--- src/rtl/sap_pkg.sv ---
// Shared constants and helpers for the one-line serial audio port.
// Assumes channel numbering interleaves halves: even index = left half.
package sap_pkg;

    // lrck level that marks the left half-frame
    localparam logic LEFT_LEVEL = 1'b1;

    // Channel index carried by a slot: left slots take even indices
    function automatic int chan_of(input int slot, input logic right_half);
        return 2 * slot + int'(right_half);
    endfunction

endpackage

--- src/rtl/sap_pin_sync.sv ---
// Samples the serial pins with the system clock and produces one-cycle
// rising/falling events for sclk. Assumes each sclk level lasts at
// least two clk cycles. lrck and data are sampled with the same latency
// as sclk, so they line up with the edge events.
module sap_pin_sync #(
    parameter int NLINES = 2
) (
    input  logic              clk,
    input  logic              rst_n,
    input  logic              sclk,
    input  logic              lrck,
    input  logic [NLINES-1:0] sd,
    output logic              rise_ev,
    output logic              fall_ev,
    output logic              lrck_s,
    output logic [NLINES-1:0] sd_s
);
    logic sclk_q, sclk_qq;

    // Register the pins once and keep the previous sclk sample
    always_ff @(posedge clk) begin
        if (!rst_n) begin
            sclk_q  <= 1'b0;
            sclk_qq <= 1'b0;
            lrck_s  <= 1'b0;
            sd_s    <= '0;
        end else begin
            sclk_q  <= sclk;
            sclk_qq <= sclk_q;
            lrck_s  <= lrck;
            sd_s    <= sd;
        end
    end

    assign rise_ev = sclk_q & ~sclk_qq;
    assign fall_ev = ~sclk_q & sclk_qq;

endmodule

--- src/rtl/sap_frame_timer.sv ---
// Tracks the slot and bit position inside the current half-frame.
// An lrck change restarts the count. Position saturates in the padding
// area after the last slot. Provides the position of the bit about to
// be sampled (nxt_*), valid both at a rising event and at the falling
// event before it. Also flags frame completion.
module sap_frame_timer #(
    parameter int SLOT_W   = 20,
    parameter int SLOTS    = 3,
    parameter int HALF_LEN = 64,
    localparam int SW = $clog2(SLOTS + 1),
    localparam int BW = $clog2(SLOT_W)
) (
    input  logic          clk,
    input  logic          rst_n,
    input  logic          rise_ev,
    input  logic          lrck_s,
    output logic          half_left,
    output logic          new_half,
    output logic          aligned_nxt,
    output logic [SW-1:0] nxt_slot,
    output logic [BW-1:0] nxt_bit,
    output logic          frame_done
);
    import sap_pkg::*;

    localparam int HW = $clog2(HALF_LEN + 1);

    logic          lrck_last, aligned, left_done, slot_end;
    logic [SW-1:0] cur_slot;
    logic [BW-1:0] cur_bit;
    logic [HW-1:0] hcnt;

    assign half_left   = (lrck_s == LEFT_LEVEL);
    assign new_half    = lrck_s ^ lrck_last;
    assign aligned_nxt = aligned | new_half;

    // Position of the next bit: restart on a half change, else advance
    always_comb begin
        nxt_slot = cur_slot;
        nxt_bit  = cur_bit;
        if (new_half) begin
            nxt_slot = '0;
            nxt_bit  = '0;
        end else if (cur_slot == SW'(SLOTS)) begin
            nxt_slot = cur_slot;
        end else if (cur_bit == BW'(SLOT_W - 1)) begin
            nxt_slot = cur_slot + SW'(1);
            nxt_bit  = '0;
        end else begin
            nxt_bit  = cur_bit + BW'(1);
        end
    end

    assign slot_end   = rise_ev & aligned_nxt & (nxt_slot == SW'(SLOTS - 1))
                      & (nxt_bit == BW'(SLOT_W - 1));
    assign frame_done = slot_end & ~half_left & left_done;

    // Advance the position and alignment state on each sampled bit
    always_ff @(posedge clk) begin
        if (!rst_n) begin
            lrck_last <= 1'b0;
            aligned   <= 1'b0;
            cur_slot  <= SW'(SLOTS);
            cur_bit   <= '0;
        end else if (rise_ev) begin
            lrck_last <= lrck_s;
            cur_slot  <= nxt_slot;
            cur_bit   <= nxt_bit;
            if (new_half) aligned <= 1'b1;
        end
    end

    // Remember whether the left half of this frame finished its slots
    always_ff @(posedge clk) begin
        if (!rst_n) begin
            left_done <= 1'b0;
        end else if (rise_ev && new_half && half_left) begin
            left_done <= 1'b0;
        end else if (slot_end && half_left) begin
            left_done <= 1'b1;
        end else if (frame_done) begin
            left_done <= 1'b0;
        end
    end

    // Count bit periods in the half (assertion support only)
    always_ff @(posedge clk) begin
        if (!rst_n) begin
            hcnt <= '0;
        end else if (rise_ev) begin
            if (new_half) hcnt <= HW'(1);
            else if (hcnt != HW'(HALF_LEN)) hcnt <= hcnt + HW'(1);
        end
    end

    assert_slot_range_R1: assert property (@(posedge clk) disable iff (!rst_n)
        (cur_slot <= SW'(SLOTS)) && (cur_bit <= BW'(SLOT_W - 1)));

    assert_half_len_R1: assert property (@(posedge clk) disable iff (!rst_n)
        (rise_ev && aligned && !new_half) |-> (hcnt < HW'(HALF_LEN)));

endmodule

--- src/rtl/sap_deser.sv ---
// Shifts one serial line into 20-bit slot words and writes each
// completed word, sign-extended, into the channel register picked by
// slot and half. Only the first SLOTS_USED slots of a half are taken.
// Assumes the frame timer supplies the position of the sampled bit.
module sap_deser #(
    parameter int SLOT_W     = 20,
    parameter int OUT_W      = 24,
    parameter int SLOTS      = 3,
    parameter int SLOTS_USED = 3,
    parameter int NCH        = 6,
    localparam int SW = $clog2(SLOTS + 1),
    localparam int BW = $clog2(SLOT_W)
) (
    input  logic                      clk,
    input  logic                      rst_n,
    input  logic                      rise_ev,
    input  logic                      aligned_nxt,
    input  logic                      half_left,
    input  logic [SW-1:0]             nxt_slot,
    input  logic [BW-1:0]             nxt_bit,
    input  logic                      sd,
    output logic [NCH-1:0][OUT_W-1:0] data
);
    import sap_pkg::*;

    logic [SLOT_W-2:0] shreg;
    logic [SLOT_W-1:0] word;
    logic              take, last_bit;

    assign take     = rise_ev & aligned_nxt & (nxt_slot < SW'(SLOTS_USED));
    assign last_bit = (nxt_bit == BW'(SLOT_W - 1));
    assign word     = {shreg, sd};

    // Shift the sampled bit in, MSB first
    always_ff @(posedge clk) begin
        if (!rst_n) shreg <= '0;
        else if (take) shreg <= word[SLOT_W-2:0];
    end

    for (genvar ch = 0; ch < NCH; ch++) begin : g_chan
        // Load this channel when its slot completes
        always_ff @(posedge clk) begin
            if (!rst_n) begin
                data[ch] <= '0;
            end else if (take && last_bit
                         && chan_of(int'(nxt_slot), ~half_left) == ch) begin
                data[ch] <= {{(OUT_W - SLOT_W){word[SLOT_W-1]}}, word};
            end
        end
    end

    assert_pad_ignored_R7: assert property (@(posedge clk) disable iff (!rst_n)
        !take |=> $stable(data));

endmodule

--- src/rtl/sap_ser.sv ---
// Drives the ADC samples onto the output line, one bit per falling
// sclk event. Each slot sends the top SLOT_W bits of a word, MSB first,
// and the padding periods are driven low. The sample set is captured
// at the falling edge that opens the left half.
module sap_ser #(
    parameter int SLOT_W = 20,
    parameter int OUT_W  = 24,
    parameter int SLOTS  = 3,
    parameter int NCH    = 6,
    localparam int SW = $clog2(SLOTS + 1),
    localparam int BW = $clog2(SLOT_W)
) (
    input  logic                      clk,
    input  logic                      rst_n,
    input  logic                      fall_ev,
    input  logic                      new_half,
    input  logic                      half_left,
    input  logic                      aligned_nxt,
    input  logic [SW-1:0]             nxt_slot,
    input  logic [BW-1:0]             nxt_bit,
    input  logic [NCH-1:0][OUT_W-1:0] adc_data,
    output logic                      sdout
);
    import sap_pkg::*;

    localparam int CW = $clog2(NCH);
    localparam int OW = $clog2(OUT_W);

    logic [NCH-1:0][OUT_W-1:0] snap, src;
    logic [CW-1:0]             ch_idx;
    logic [OW-1:0]             bit_idx;
    logic                      load, bit_val;

    assign load    = fall_ev & new_half & half_left;
    assign src     = load ? adc_data : snap;
    assign ch_idx  = CW'(chan_of(int'(nxt_slot), ~half_left));
    assign bit_idx = OW'(OUT_W - 1 - int'(nxt_bit));

    // Select the bit for the coming sample, low outside the slots
    always_comb begin
        bit_val = 1'b0;
        if (aligned_nxt && nxt_slot < SW'(SLOTS)) bit_val = src[ch_idx][bit_idx];
    end

    // Capture the frame's ADC samples at the start of the left half
    always_ff @(posedge clk) begin
        if (!rst_n) snap <= '0;
        else if (load) snap <= adc_data;
    end

    // Update the output line on falling sclk events only
    always_ff @(posedge clk) begin
        if (!rst_n) sdout <= 1'b0;
        else if (fall_ev) sdout <= bit_val;
    end

    assert_sdout_fall_only_R11: assert property (@(posedge clk) disable iff (!rst_n)
        !fall_ev |=> $stable(sdout));

    assert_pad_low_R7: assert property (@(posedge clk) disable iff (!rst_n)
        (fall_ev && nxt_slot == SW'(SLOTS)) |=> !sdout);

endmodule

--- src/rtl/sap_oneline_port.sv ---
// Slave-mode one-line serial audio port: six DAC channels in on one
// line, two more on a stereo line, six ADC channels out on one line.
// Assumes sclk levels last at least two clk cycles and that lrck and
// data change while sclk is low.
module sap_oneline_port #(
    parameter int SLOT_W   = 20,
    parameter int SLOTS    = 3,
    parameter int HALF_LEN = 64,
    parameter int OUT_W    = 24,
    localparam int NCH = 2 * SLOTS,
    localparam int SW  = $clog2(SLOTS + 1),
    localparam int BW  = $clog2(SLOT_W)
) (
    input  logic                      clk,
    input  logic                      rst_n,
    input  logic                      sclk,
    input  logic                      lrck,
    input  logic                      sdin_main,
    input  logic                      sdin_pair,
    input  logic [NCH-1:0][OUT_W-1:0] adc_data,
    output logic [NCH-1:0][OUT_W-1:0] dac_main,
    output logic [1:0][OUT_W-1:0]     dac_pair,
    output logic                      dac_valid,
    output logic                      sdout
);
    logic          rise_ev, fall_ev, lrck_s, half_left, new_half;
    logic          aligned_nxt, frame_done;
    logic [1:0]    sd_s;
    logic [SW-1:0] nxt_slot;
    logic [BW-1:0] nxt_bit;

    sap_pin_sync #(.NLINES(2)) u_sync (
        .clk     (clk),
        .rst_n   (rst_n),
        .sclk    (sclk),
        .lrck    (lrck),
        .sd      ({sdin_pair, sdin_main}),
        .rise_ev (rise_ev),
        .fall_ev (fall_ev),
        .lrck_s  (lrck_s),
        .sd_s    (sd_s)
    );

    sap_frame_timer #(.SLOT_W(SLOT_W), .SLOTS(SLOTS), .HALF_LEN(HALF_LEN)) u_timer (
        .clk         (clk),
        .rst_n       (rst_n),
        .rise_ev     (rise_ev),
        .lrck_s      (lrck_s),
        .half_left   (half_left),
        .new_half    (new_half),
        .aligned_nxt (aligned_nxt),
        .nxt_slot    (nxt_slot),
        .nxt_bit     (nxt_bit),
        .frame_done  (frame_done)
    );

    sap_deser #(.SLOT_W(SLOT_W), .OUT_W(OUT_W), .SLOTS(SLOTS),
                .SLOTS_USED(SLOTS), .NCH(NCH)) u_deser_main (
        .clk         (clk),
        .rst_n       (rst_n),
        .rise_ev     (rise_ev),
        .aligned_nxt (aligned_nxt),
        .half_left   (half_left),
        .nxt_slot    (nxt_slot),
        .nxt_bit     (nxt_bit),
        .sd          (sd_s[0]),
        .data        (dac_main)
    );

    sap_deser #(.SLOT_W(SLOT_W), .OUT_W(OUT_W), .SLOTS(SLOTS),
                .SLOTS_USED(1), .NCH(2)) u_deser_pair (
        .clk         (clk),
        .rst_n       (rst_n),
        .rise_ev     (rise_ev),
        .aligned_nxt (aligned_nxt),
        .half_left   (half_left),
        .nxt_slot    (nxt_slot),
        .nxt_bit     (nxt_bit),
        .sd          (sd_s[1]),
        .data        (dac_pair)
    );

    sap_ser #(.SLOT_W(SLOT_W), .OUT_W(OUT_W), .SLOTS(SLOTS), .NCH(NCH)) u_ser (
        .clk         (clk),
        .rst_n       (rst_n),
        .fall_ev     (fall_ev),
        .new_half    (new_half),
        .half_left   (half_left),
        .aligned_nxt (aligned_nxt),
        .nxt_slot    (nxt_slot),
        .nxt_bit     (nxt_bit),
        .adc_data    (adc_data),
        .sdout       (sdout)
    );

    // Register the frame-complete strobe alongside the data writes
    always_ff @(posedge clk) begin
        if (!rst_n) dac_valid <= 1'b0;
        else dac_valid <= frame_done;
    end

    assert_valid_pulse_R5: assert property (@(posedge clk) disable iff (!rst_n)
        dac_valid |=> !dac_valid);

    assert_valid_right_half_R5: assert property (@(posedge clk) disable iff (!rst_n)
        dac_valid |-> $past(!half_left));

endmodule

--- config.mk ---
export PLATFORM = sky130hd
export DESIGN_NAME = sap_oneline_port
export DESIGN_NICKNAME = d
export VERILOG_FILES = /design/src/rtl/sap_pkg.sv /design/src/rtl/sap_pin_sync.sv /design/src/rtl/sap_frame_timer.sv /design/src/rtl/sap_deser.sv /design/src/rtl/sap_ser.sv /design/src/rtl/sap_oneline_port.sv
export SDC_FILE = /design/constraint.sdc
export NUM_CORES = 1
export LEC_CHECK = 0
export ABC_AREA = 1
export BUFFER_PORTS_ARGS = -buffer_cell sky130_fd_sc_hd__clkbuf_2
export CAP_MARGIN = 20
export CORE_UTILIZATION = 56
export CTS_CLUSTER_SIZE = 10
export DETAILED_ROUTE_END_ITERATION = 7
export PLACE_DENSITY = 0.81
export SLEW_MARGIN = 20
export SYNTH_ARGS = -nofsm -noshare
export SYNTH_HDL_FRONTEND = slang
export SYNTH_HIERARCHICAL = 1
export SYNTH_SLANG_ARGS = --single-unit
export TNS_END_PERCENT = 30
--- constraint.sdc ---
create_clock -name clk -period 2.8 [get_ports clk]
set_input_delay 0.28 -clock clk [delete_from_list [all_inputs] [get_ports clk]]
set_output_delay 0.28 -clock clk [all_outputs]
set_load 0.02 [all_outputs]
==> flow_summary_export.csv <==
group,metric,value,unit
worst_setup_path,required,3.20,ns
floorplanning,die_w,176,µm
global_routing,grt_use_met3,4.48,%
cts,root_buffer,"clkbuf_16",
pwr,internal_power,8360,µW
cts,cts-buffers-inserted,42,
worst_setup_path,ff2ff_setup_slack,0.20,ns
synthesis,synth_top_area_share,42.2,%
pwr,power.share.switching,24.3,%
sta,finalSetupTns,0,ns
global_routing,use_met2,50.7,%
global_routing,overflow,0,
floorplanning,rows,63,
place,port_buffers,343,
global_routing,grt_pass1_vias,15600,
floorplanning,die_h,176,µm
sta,tightest_slew,0.602,ns
synthesis,yosys_warnings,6,
layout,antenna_cells,0,
synthesis,synth_edf_count,0,
place,place_hpwl,31900,µm
layout,area_growth,20.4,%
worst_setup_path,crit_top_cell,"nand2_1",
cts,cts_max_level,2,
pwr,p_per_area,539,nW/µm²
cts,cts_sinks,359,
synthesis,synth_common_cells,"716 x nand2_1, 453 x inv_1, 359 x dfxtp_1, 343 x nor2_1, 167 x a21oi_1",
pwr,clkPwrFrac,43.5,%
sta,setup_viol,0,
cts,clk_latency,0.52,ns
routing,drc,0,
worst_setup_path,worstSetupPathType,"reg2reg",
synthesis,synth_cell_types,25,
floorplanning,dieArea,31100,µm²
sta,final-hold-violation-count,0,
worst_setup_path,crit_path_end_kind,"flip-flop",
cts,cts_buffer_depth,3,
routing,vias_per_cell,5.23,
synthesis,netlist_area,17000,µm²
layout,post_route_cells_drive_above_1_share,16.3,%
synthesis,synth_cells,2628,
pwr,p_comb_share,9.6,%
layout,nets,3072,
worst_hold_path,hold_depth,3,
sta,finalCriticalPeriod,2.60,ns
cts,cts.clk_slew.worst_paths,0.06,ns
global_routing,top_usage_layer,"met2",
pwr,p_total,11000,µW
worst_setup_path,cp-start-kind,"flip-flop",
synthesis,async_flop_share,0,%
floorplanning,ios,344,
routing,antenna_left,0,
sta,max_freq,384,MHz
sta,finClkSkew,0.0108,ns
global_routing,grt_pass1_wl,77300,µm
cts,cts_tree,"built",
sta,slew-limit-headroom,59.8,%
worst_setup_path,cpPeakStageDelay,0.32,ns
routing,routedWlPerCell,14.8,µm
worst_setup_path,reg2regPathDepth,20,
global_routing,met1_usage,39.0,%
pwr,seqPwrFrac,46.9,%
worst_setup_path,crit_path_cell_trace,"inv_1 > nand2_1 > and2_2 > clkinvlp_4 > nand2_1 > nor2_4 > buf_12 > nand2_1 > nand3_1 > nand2_1 > nand3_1 > nand3_1 > nand2_1 > nand2_1 > nand2_1 > nor2_1 > nor2_1 > nor2_1 > nand2_1 > a21oi_1",
synthesis,yosysMostFrequentCell,"nand2_1",
worst_setup_path,cp.depth,20,
sta,finalCritPeriodShare,92.9,%
run,drv_cap,0,
routing,firstDrtPassIters,6,
pwr,p_leak,0.0102,µW
pwr,ir_drop,0.410,mV
pwr,switchingPower,2680,µW
global_routing,track_usage,30.4,%
synthesis,synth-seq-cells,359,
routing,dr_total_vias,17300,
synthesis,synth.avg_cell_area,6.48,µm²
global_routing,antenna_found_initial,0,
layout,fin_util,68.8,%
synthesis,synth_largest_area_cell,"dfxtp_1",
outcome,status,"complete, no violations",
synthesis,ys_seq_area_share,42.2,%
synthesis,synth_flop_cell,"dfxtp_1",
routing,first_iter_violations,1871,
worst_setup_path,worst-path-max-fanout,49,
synthesis,yosys-top-cells-area,"dfxtp_1 42%, nand2_1 16%, inv_1 10%",
worst_hold_path,hold_path_class,"in2reg",
worst_setup_path,worst-path-buf-inv,3,
worst_setup_path,worstPathArrival,3.01,ns
sta,finalMaxSlewViolations,0,
worst_setup_path,worst_path_max_delay_cell,"dfxtp_2",
place,gp_congestion,0.883,
floorplanning,start_util,57.1,%
global_routing,grt_max_degree,92,
floorplanning,core_area,29800,µm²
worst_setup_path,cp_top_family,"simple AND/OR/NAND/NOR gates",
routing,wl,48900,µm
synthesis,synth_nets,2780,
==> logic make-up after synthesis <==
family                   share of synthesized area, %
AND/OR/NAND/NOR                                  31.9
flip-flops                                       42.2
AO/OA/AOI/OAI                                    9.59
buffers and inverters                            16.1
adder cells (fa/ha/maj)                         0.147
==> final cells by class <==
type | instances | area (µm²)
Sequential cell | 359 | 7190
Inverter | 456 | 1720
Clock inverter | 2 | 38.8
Multi-Input combinational cell | 1615 | 7140
Timing Repair Buffer | 446 | 2820
Fill cell | 2488 | 9300
Clock buffer | 49 | 1110
Tap cell | 390 | 488
==> registers in the layout, summed over array words and instances (netlist names) <==
register	count
u_sync/lrck_s	1
u_deser_main/shreg	19
u_sync/sd_s	2
u_sync/sclk_q	1
u_deser_pair/data	40
u_ser/sdout	1
u_timer/lrck_last	1
u_timer/cur_slot	2
u_deser_pair/shreg	19
u_sync/sclk_qq	1
u_deser_main/data	120
u_timer/aligned	1
dac_valid	1
u_ser/snap	144
u_timer/left_done	1
u_timer/cur_bit	5
==> worst paths after layout <==
path,from,end
min,adc_data[130],u_ser/snap[130]
max reg2reg,u_sync/lrck_s,u_ser/sdout
min reg2reg,u_sync/sclk_q,u_sync/sclk_qq
max,u_sync/lrck_s,u_ser/sdout
==> cells in the final DEF (no fill, tap or decap), drive strengths merged <==
master	count
o21ai	90
clkbuf	391
dfxtp	359
a21oi	167
nor2	350
ha	2
dlygate4sd3	44
nand4	127
buf	60
nand3	114
inv	456
bufinv	1
o2111ai	1
o211ai	43
clkinvlp	1
nand2	718
and2	1
a211oi	2
==> repair_timing <==
action | 4_1_cts | 5_1_grt
endpoints found under the setup margin | 0 | 106
hold buffers | 44 | 0
setup buffers | 0 | 10
endpoints found under the hold margin | 44 | 0
resized for setup | 0 | 10
==> worst register-to-register path: stages, from the launching register on <==
cell and delay, ns:
dfxtp_2 0.32, inv_1 0.09, nand2_1 0.07, and2_2 0.23
clkinvlp_4 0.15, nand2_1 0.14, nor2_4 0.23, buf_12 0.26
nand2_1 0.14, nand3_1 0.09, nand2_1 0.06, nand3_1 0.07
nand3_1 0.08, nand2_1 0.08, nand2_1 0.05, nand2_1 0.07
nor2_1 0.05, nor2_1 0.13, nor2_1 0.06, nand2_1 0.07
a21oi_1 0.06
==> per-stage QoR <==
stage | setup slack (ns) | hold WS, ns | instance area, µm² | cells
global route | -0.00707 | 0.0110 | 20500 | 3317
detailed placement | 0.133 | 0.440 | 18800 | 3211
floorplan | 0.335 | 0.373 | 17000 | 2628
CTS | 0.0378 | 0.0000418 | 20400 | 3306
global placement | 0.225 | 0.428 | 18800 | 3211
finish | 0.198 | 0.00870 | 20500 | 3317
==> metal layers <==
layer / wire length [µm] / vias to the layer above
met2: 23000 / 864
li1: - / 8614
met5: 0 / -
met4: 1790 / 0
met3: 4120 / 132
met1: 20000 / 7729
==> power by group through the flow <==
stage	combinational [µW]	clock, µW	sequential (µW)
6_report	1060	4800	5180
4_1_cts	1020	4870	5180
2_1_floorplan	598	0	5280
5_1_grt	1160	5100	5180
3_5_place_dp	965	0	5290
3_3_place_gp	958	0	5280
No activity file was read; power rests on OpenSTA's default activity.
